--- src/rtl/pwm_gen_bank.sv ---
module pwm_gen_bank #(
  parameter int NPIN    = 16,
  parameter int PER_MAX = 250,
  localparam int NGEN   = 8,
  localparam int RW     = NPIN / 8,
  localparam int NW     = RW + 6,
  localparam int AW     = $clog2(NW)
) (
  input  logic            clk,
  input  logic            rst_n,
  input  logic            tick,
  input  logic            wr_en,
  input  logic [AW-1:0]   wr_addr,
  input  logic [31:0]     wr_data,
  input  logic [3:0]      wr_be,
  input  logic [AW-1:0]   rd_addr,
  output logic [31:0]     rd_data,
  output logic [NPIN-1:0] pin_out
);

  localparam logic [7:0] LAST = 8'd254;
  localparam int PB = RW;
  localparam int HB = RW + 2;

  logic [NW-1:0][31:0]  regs_q;
  logic [NGEN-1:0][7:0] per_w, hi_w, lo_w;
  logic [NGEN-1:0][7:0] act_per_q, act_hi_q, act_lo_q;
  logic [NGEN-1:0][7:0] pre_q, step_q, eff_per;
  logic [NGEN-1:0]      step_end, bnd, gen_out;

  always_ff @(posedge clk or negedge rst_n) begin
    if (!rst_n) begin
      regs_q <= '0;
    end else if (wr_en) begin
      for (int w = 0; w < NW; w++)
        if (wr_addr == AW'(w))
          for (int b = 0; b < 4; b++)
            if (wr_be[b]) regs_q[w][8*b +: 8] <= wr_data[8*b +: 8];
    end
  end

  assign rd_data = (int'(rd_addr) < NW) ? regs_q[rd_addr] : '0;

  always_comb begin
    for (int g = 0; g < NGEN; g++) begin
      per_w[g]    = regs_q[PB + g/4][8*(g%4) +: 8];
      hi_w[g]     = regs_q[HB + g/2][16*(g%2) +: 8];
      lo_w[g]     = regs_q[HB + g/2][16*(g%2) + 8 +: 8];
      eff_per[g]  = (act_per_q[g] == 8'd0) ? 8'd1 :
                    (act_per_q[g] > 8'(PER_MAX)) ? 8'(PER_MAX) : act_per_q[g];
      step_end[g] = pre_q[g] >= eff_per[g] - 8'd1;
      bnd[g]      = tick && step_end[g] && step_q[g] == LAST;
      gen_out[g]  = (act_lo_q[g] == 8'd0) || (step_q[g] < act_hi_q[g]);
    end
  end

  always_ff @(posedge clk or negedge rst_n) begin
    if (!rst_n) begin
      pre_q     <= '0;
      step_q    <= '0;
      act_per_q <= '0;
      act_hi_q  <= '0;
      act_lo_q  <= '0;
    end else if (tick) begin
      for (int g = 0; g < NGEN; g++) begin
        if (step_end[g]) begin
          pre_q[g] <= '0;
          if (step_q[g] == LAST) begin
            step_q[g]    <= '0;
            act_per_q[g] <= per_w[g];
            act_hi_q[g]  <= hi_w[g];
            act_lo_q[g]  <= lo_w[g];
          end else begin
            step_q[g] <= step_q[g] + 8'd1;
          end
        end else begin
          pre_q[g] <= pre_q[g] + 8'd1;
        end
      end
    end
  end

  always_comb begin
    for (int p = 0; p < NPIN; p++) begin
      logic [3:0] nib;
      nib = regs_q[p/8][4*(p%8) +: 4];
      pin_out[p] = nib[3] & gen_out[nib[2:0]];
    end
  end

endmodule

--- config.mk ---
export PLATFORM = sky130hd
export DESIGN_NAME = pwm_gen_bank
export DESIGN_NICKNAME = d
export VERILOG_FILES = /design/src/rtl/pwm_gen_bank.sv
export SDC_FILE = /design/constraint.sdc
export NUM_CORES = 1
export LEC_CHECK = 0
export CAP_MARGIN = 10
export CORE_MARGIN = 2
export CORE_UTILIZATION = 50
export DETAILED_ROUTE_END_ITERATION = 10
export GPL_ROUTABILITY_DRIVEN = 0
export PLACE_DENSITY_LB_ADDON = 0.2
export SLEW_MARGIN = 5
export SYNTH_ARGS = -nofsm -noshare
export SYNTH_HDL_FRONTEND = slang
export SYNTH_SLANG_ARGS = --single-unit
--- constraint.sdc ---
create_clock -name clk -period 3.22 [get_ports clk]
set_input_delay 0.644 -clock clk [delete_from_list [all_inputs] [get_ports clk]]
set_output_delay 0.644 -clock clk [all_outputs]
set_load 0.1 [all_outputs]
# Yosys cells after proc, flatten, opt, wreduce, memory -nomap -nowiden
# Cells that the tools add are included.
[classes]
n_eq_ne = 15
n_bitwise = 16
magnitude_cmp = 41
n_reduce_logical = 73
n_addsub = 24
n_mux = 66
[ops]
columns = ["cell", "n"]
rows = [
  ["8-bit two-way mux", 32],
  ["8-bit by 1-bit adder with 8-bit output (second input constant)", 16],
  ["8-bit zero test", 16],
  ["3-bit AND reduction", 40],
  ["32-bit binary-select mux with 3-bit select", 1],
  ["3-bit by 4-bit < comparator with 1-bit output (second input constant)", 17],
  ["8-bit equality test (second input constant)", 8],
  ["8-bit greater-or-equal comparator", 8],
  ["8-bit > comparator (second input constant)", 8],
  ["8-bit < comparator", 8],
  ["8-bit by 1-bit subtractor with 8-bit output (second input constant)", 8],
  ["1-bit binary-select mux with 3-bit select", 16],
  ["32-bit two-way mux", 1],
  ["1-bit AND", 16],
  ["1-bit two-way mux", 16],
  ["2-bit AND reduction", 8],
  ["3-bit equality test (second input constant)", 4],
  ["1-bit logical OR", 8],
  ["3-bit by 2-bit equality test with 1-bit output (second input constant)", 2],
  ["3-bit by 1-bit equality test with 1-bit output (second input constant)", 1],
  ["3-bit zero test", 1],
]
[totals]
inputBits = 46
output_inout_bits = 48
reg_bits = 576

# Depth between registers and ports, before layout
[depth]
ltp_word = 6
ltp_mapped = 16

# Worst setup path after synthesis
# No wires, ideal clock.
[synth_path]
kind = "reg2reg"
from = "reg act_per_q[20] in the netlist's numbering"
to = "reg act_hi_q[16] in the netlist's numbering"
t_arrival_ns = 3.247
required_ns = 3.095
stages_incl_launch_ff = 15
period_less_slack_ns = 3.372
setup_ns = 0.125
setup_slack_ns = -0.152
path_buffers = 1
cell_sequence = "dfrtp_1 -> or4_1 -> nor3_1 -> a22o_1 -> inv_1 -> ha_1 -> inv_1 -> nor2_1 -> xnor2_1 -> ha_1 -> and4_1 -> a221oi_2 -> nor4_4 -> buf_6 -> mux2_2"
[synth_between]
elab_chain_len = 6
word_cells_on_any_way = 7
cone_classes = "1 x add/sub; 2 x order compare; 2 x mux; 2 x reduce/logical"
[synth_rtl]
columns = ["element", "line_no", "source"]
rows = [
  ["start: declaration", "27", "logic [NGEN-1:0][7:0] act_per_q, act_hi_q, act_lo_q;"],
  ["start signal: indexed assignment", "70", "act_per_q[g] <= per_w[g];"],
  ["8-bit > comparator", "50", "(act_per_q[g] > 8'(PER_MAX)) ? 8'(PER_MAX) : act_per_q[g];"],
  ["8-bit two-way mux", "50", ""],
  ["8-bit two-way mux (*)", "49", "eff_per[g] = (act_per_q[g] == 8'd0) ? 8'd1 :"],
  ["8-bit by 1-bit subtractor with 8-bit output (*)", "51", "step_end[g] = pre_q[g] >= eff_per[g] - 8'd1;"],
  ["8-bit greater-or-equal comparator (*)", "51", ""],
  ["3-bit AND reduction (no source line) (*)", "n/a", ""],
  ["end signal: indexed assignment", "71", "act_hi_q[g] <= hi_w[g];"],
  ["end: declaration", "27", ""],
]
# Every way passes the cells marked *; elsewhere a longest branch is shown, timed or not.
# A chain may end at the register's enable or synchronous reset.

# Worst setup path in the final report
[layout_path]
from = "reg step_q[12] in the netlist's numbering"
to = "out pin_out[4]"
[layout_between]
elab_chain_len = 5
[layout_rtl]
columns = ["element", "line_no", "source"]
rows = [
  ["start: declaration", "28", "logic [NGEN-1:0][7:0] pre_q, step_q, eff_per;"],
  ["start signal: indexed assignment", "74", "step_q[g] <= step_q[g] + 8'd1;"],
  ["8-bit < comparator", "53", "gen_out[g] = (act_lo_q[g] == 8'd0) || (step_q[g] < act_hi_q[g]);"],
  ["1-bit logical OR", "53", ""],
  ["1-bit binary-select mux with 3-bit select", "87", "pin_out[p] = nib[3] & gen_out[nib[2:0]];"],
  ["1-bit two-way mux (not written as such)", "87", ""],
  ["1-bit AND", "87", ""],
  ["end: declaration", "18", "output logic [NPIN-1:0] pin_out"],
]
# Every way passes these cells. The select of a mux whose other input is x is not followed.

==> reports/qor.log <==
[route] total wire length after detailed routing 88.98 mm
[yosys] sequential-to-total area share from yosys stat 46.83%
[clock_tree] Clk Latency, worst-skew pair 0.62 ns
[layout] final non-filler cell total 3732
[die] die span in x 252.1 um
[critical_path] start-to-end type of the worst setup path reg -> out
[timing] final clock skew 0.02931 ns
[yosys] number of synthesized flops with an enable pin 0
[layout] most common library cell in the layout ignoring fill and taps sky130_fd_sc_hd__dfrtp_1
[placed_design] Post-Place Cells 3522
[yosys] net count of the mapped netlist 2729
[yosys] Synth cell types 81
[yosys] fraction of the mapped netlist area in compound gates 9.317%
[global_routing] vias in the first global route 23190
[critical_path] worst-path maximum fanout 8
[critical_path] most common cell type on the critical path sky130_fd_sc_hd__buf_12
[critical_path] FF-to-FF path depth 16
[critical_path] signal arrival time at the worst endpoint 3.03 ns
[yosys] Synthesis Warnings 0
[die] die footprint 63560 um^2
[global_routing] residual overflow from global routing 0
[die] # rows 90
[critical_path] worst flop-to-flop path endpoint act_hi_q[17]$_DFFE_PN0P_
[route] vias per cell 6.180
[yosys] dominant combinational cell family by area after synthesis multiplexers
[pwr] power per cell area 803.7 nW/um^2
[critical_path] kind of launch point of the worst setup path register
[placed_design] sum of net half-perimeters after detailed placement 58.73 mm
[clock_tree] number of clock buffers inserted by TritonCTS 66
[layout] share of the core filled with cells 65.71%
[yosys] Syn Area/Cell 12.16 um^2
[timing] maximum operating frequency 0.2722 GHz
[global_routing] antenna violations before repair 1
[layout] area of the multi-input gates 17630 um^2
[layout] fraction of layout instances using a drive strength above 1 43.34%
[global_routing] overall routing resource usage 26.83%
[die] I/O Pins 94
[layout] number of fillers in the final layout 4337
[critical_path] cell with the largest stage delay on the worst path sky130_fd_sc_hd__dfrtp_1
[clock_tree] Clock H-tree levels 3
[layout] commonest cells after routing, fill and taps aside sky130_fd_sc_hd__dfrtp_1, sky130_fd_sc_hd__mux2_2, sky130_fd_sc_hd__buf_4, sky130_fd_sc_hd__mux2_4
[critical_path] origin of the critical flop-to-flop path act_per_q[21]$_DFFE_PN0P_
[placed_design] count of input and output buffers 93
[yosys] post-synthesis simple-gate area fraction 10.01%
[die] area inside the core boundary 60580 um^2
[timing] RSZ-0062 raised after global routing yes
[timing] Max Transition Viols Final 0
[yosys] Post-synth top flop sky130_fd_sc_hd__dfrtp_1
[layout] Layout Area Growth over Synthesis 29.33%
[critical_path] worst reg-to-reg setup slack -0.29 ns
[clock_tree] CTS sink count 576
[pwr] IR Drop Worst-Case VDD 831.3 uV
[timing] Tcrit/Tclk final 114.1%
[yosys] mux cell area share after synthesis 23.11%
[die] die outline height 252.1 um
[yosys] adder and majority cell fraction of the synthesized area 6.179%
[route] WL per Instance 23.84 um
[yosys] Synth Area in XOR/XNOR 2.049%
[run_status] failing checks negative setup slack
[min_path] Hold Path Class in -> async
[critical_path] Setup crit end pin_out[4]
[critical_path] maximum cell stage delay along the critical path 0.44 ns
[global_routing] global-route wire length before repair 133.0 mm
[timing] shortest clock period the worst path allows after layout 3.674 ns
[critical_path] Worst Setup End Kind output port
[yosys] share of synthesized registers carrying an async set or reset 100.0%
[route] number of DRC markers after the initial detailed-route iteration 1774
[run_status] run status finished with violations
[route] DRC errors left 0
[route] remaining antenna violation count 0
[die] Initial Utilization 50.81%
[timing] count of final hold-check violations 0
[critical_path] Critical Path RT 2.58 ns
[pwr] overall power consumption 31990 uW
[job] max cap viols 0
[yosys] cells after synthesis 2531
[yosys] number of register bits inferred by synthesis 576
[timing] Tightest Pin Transition 0.7181 ns
[clock_tree] Clock Root Buffer sky130_fd_sc_hd__clkbuf_16
[layout] area of all sequential standard cells 14430 um^2
[route] First-pass DRT Iterations 5
[clock_tree] clock-pin slew reported for the worst setup and hold paths after clock tree synthesis 0.06 ns
[clock_tree] CTS tree yes
[global_routing] maximum number of pins on one net before global-route repair 99
[layout] Final #Nets 3102
[critical_path] CP startpoint step_q[12]$_DFFE_PN0P_
[yosys] mapped cell area 30780 um^2
[timing] fin worst setup slack -0.4540 ns
[critical_path] Critical Path, Cell by Cell ha_1 > nand4_1 > o311a_4 > a21oi_4 > buf_12 > o211ai_1 > a22o_1 > buf_12 > buf_12
[route] via count of the routed design 23060
[clock_tree] clk buf depth 3
[pwr] static power due to leakage 0.01770 uW
[timing] worst slew margin relative to its limit 52.12%
[timing] final setup violating endpoints 198
cells in the mapped netlist, types with 22 or more instances:
master                     instances  area [um^2]
sky130_fd_sc_hd__nand4_1          28        175.2
sky130_fd_sc_hd__nor2_1          149        559.3
sky130_fd_sc_hd__a221oi_1         27        236.5
sky130_fd_sc_hd__inv_1           109        409.1
sky130_fd_sc_hd__nand2b_1         46        287.8
sky130_fd_sc_hd__dfrtp_1         576        14410
sky130_fd_sc_hd__nand2_1         126        473.0
sky130_fd_sc_hd__nor2b_1          33        206.5
sky130_fd_sc_hd__clkbuf_1         36        135.1
sky130_fd_sc_hd__o21ai_0         108        540.5
sky130_fd_sc_hd__a21oi_1          34        170.2
sky130_fd_sc_hd__xor2_1           43        376.6
sky130_fd_sc_hd__xnor2_1          29        254.0
sky130_fd_sc_hd__o31ai_1          30        225.2
sky130_fd_sc_hd__mux4_2           64         1441
sky130_fd_sc_hd__nand3_1          97        485.5
sky130_fd_sc_hd__and3_1           22        137.6
sky130_fd_sc_hd__mux2_2          456         5135
sky130_fd_sc_hd__ha_1            152         1902
critical path, delay by kind of cell, from the launching register on:
family	cells	cell delay [ns]
flip-flops	1	0.44
adder cells (fa/ha/maj)	1	0.34
buffers and inverters	3	0.50
AO/OA/AOI/OAI	4	1.02
AND/OR/NAND/NOR	1	0.13
metrics by stage:
stage               TNS [ns]  hold slack, ns  cell area [um^2]  setup WS [ns]
floorplan             -1.439          0.3484             30970       -0.06182
global placement      -14.88          0.4689             34690        -0.2755
detailed placement    -34.95          0.4794             34690        -0.4285
CTS                   -25.99         0.03840             37510        -0.4122
global route          -62.97         0.06711             39810        -0.4975
finish                -34.13         0.03386             39810        -0.4540
timing repair:
action | 4_1_cts | 5_1_grt
setup endpoints to repair | 255 | 321
hold buffers | 0 | 0
gates resized for setup | 135 | 366
buffers inserted | 17 | 76
hold endpoints to repair | 0 | 0
pin swaps | 38 | 130
gates cloned | 3 | 7
flip-flops by register name (all words and copies together) (netlist names):
register / flops
per_w: 64
act_per_q: 64
act_hi_q: 64
pre_q: 64
regs_q: 64
hi_w: 64
step_q: 64
lo_w: 64
act_lo_q: 64
power by group:
part / switching, uW / internal (uW)
combinational: 7510 / 7030
clock: 3030 / 4220
sequential: 1660 / 8540
total: 12200 / 19800
area by class of cell:
class | count | share of cell area [%]
multi-input combinational | 1778 | 44.30
sequential | 576 | 36.26
timing repair buffer | 372 | 10.74
clock buffer | 98 | 4.834
tap | 782 | 2.458
inverter | 110 | 1.037
clock inverter | 15 | 0.3646
antenna | 1 | 0.006286
layer usage:
metal  track usage [%]  vias to the layer above  share of wire, %
li1                  -                    10190                 -
met1             38.05                    11870                44
met2             42.58                      837                47
met3             3.862                      165               6.4
met4             9.011                        0               2.6
met5                 0                        -                 0
worst min-delay path by stage:
stage / cells past startpoint / slack [ns] / from / to
2_1_floorplan: 0 / 0.35 / rst_n / act_hi_q[0]$_DFFE_PN0P_
3_3_place_gp: 1 / 0.47 / act_lo_q[13]$_DFFE_PN0P_ / act_lo_q[13]$_DFFE_PN0P_
3_5_place_dp: 1 / 0.48 / act_hi_q[9]$_DFFE_PN0P_ / act_hi_q[9]$_DFFE_PN0P_
4_1_cts: 1 / 0.04 / rst_n / pre_q[3]$_DFFE_PN0P_
5_1_grt: 1 / 0.07 / rst_n / pre_q[3]$_DFFE_PN0P_
6_report: 1 / 0.03 / rst_n / pre_q[3]$_DFFE_PN0P_
cells by family after synthesis:
| logic type | count (synthesis) |
|---|---|
| compound gates | 389 |
| mux | 562 |
| simple gates | 602 |
| xor+xnor | 72 |
| fa+ha+maj | 152 |
| flops | 576 |
| buf+inv | 178 |
No activity file was read; power rests on OpenSTA's default activity.
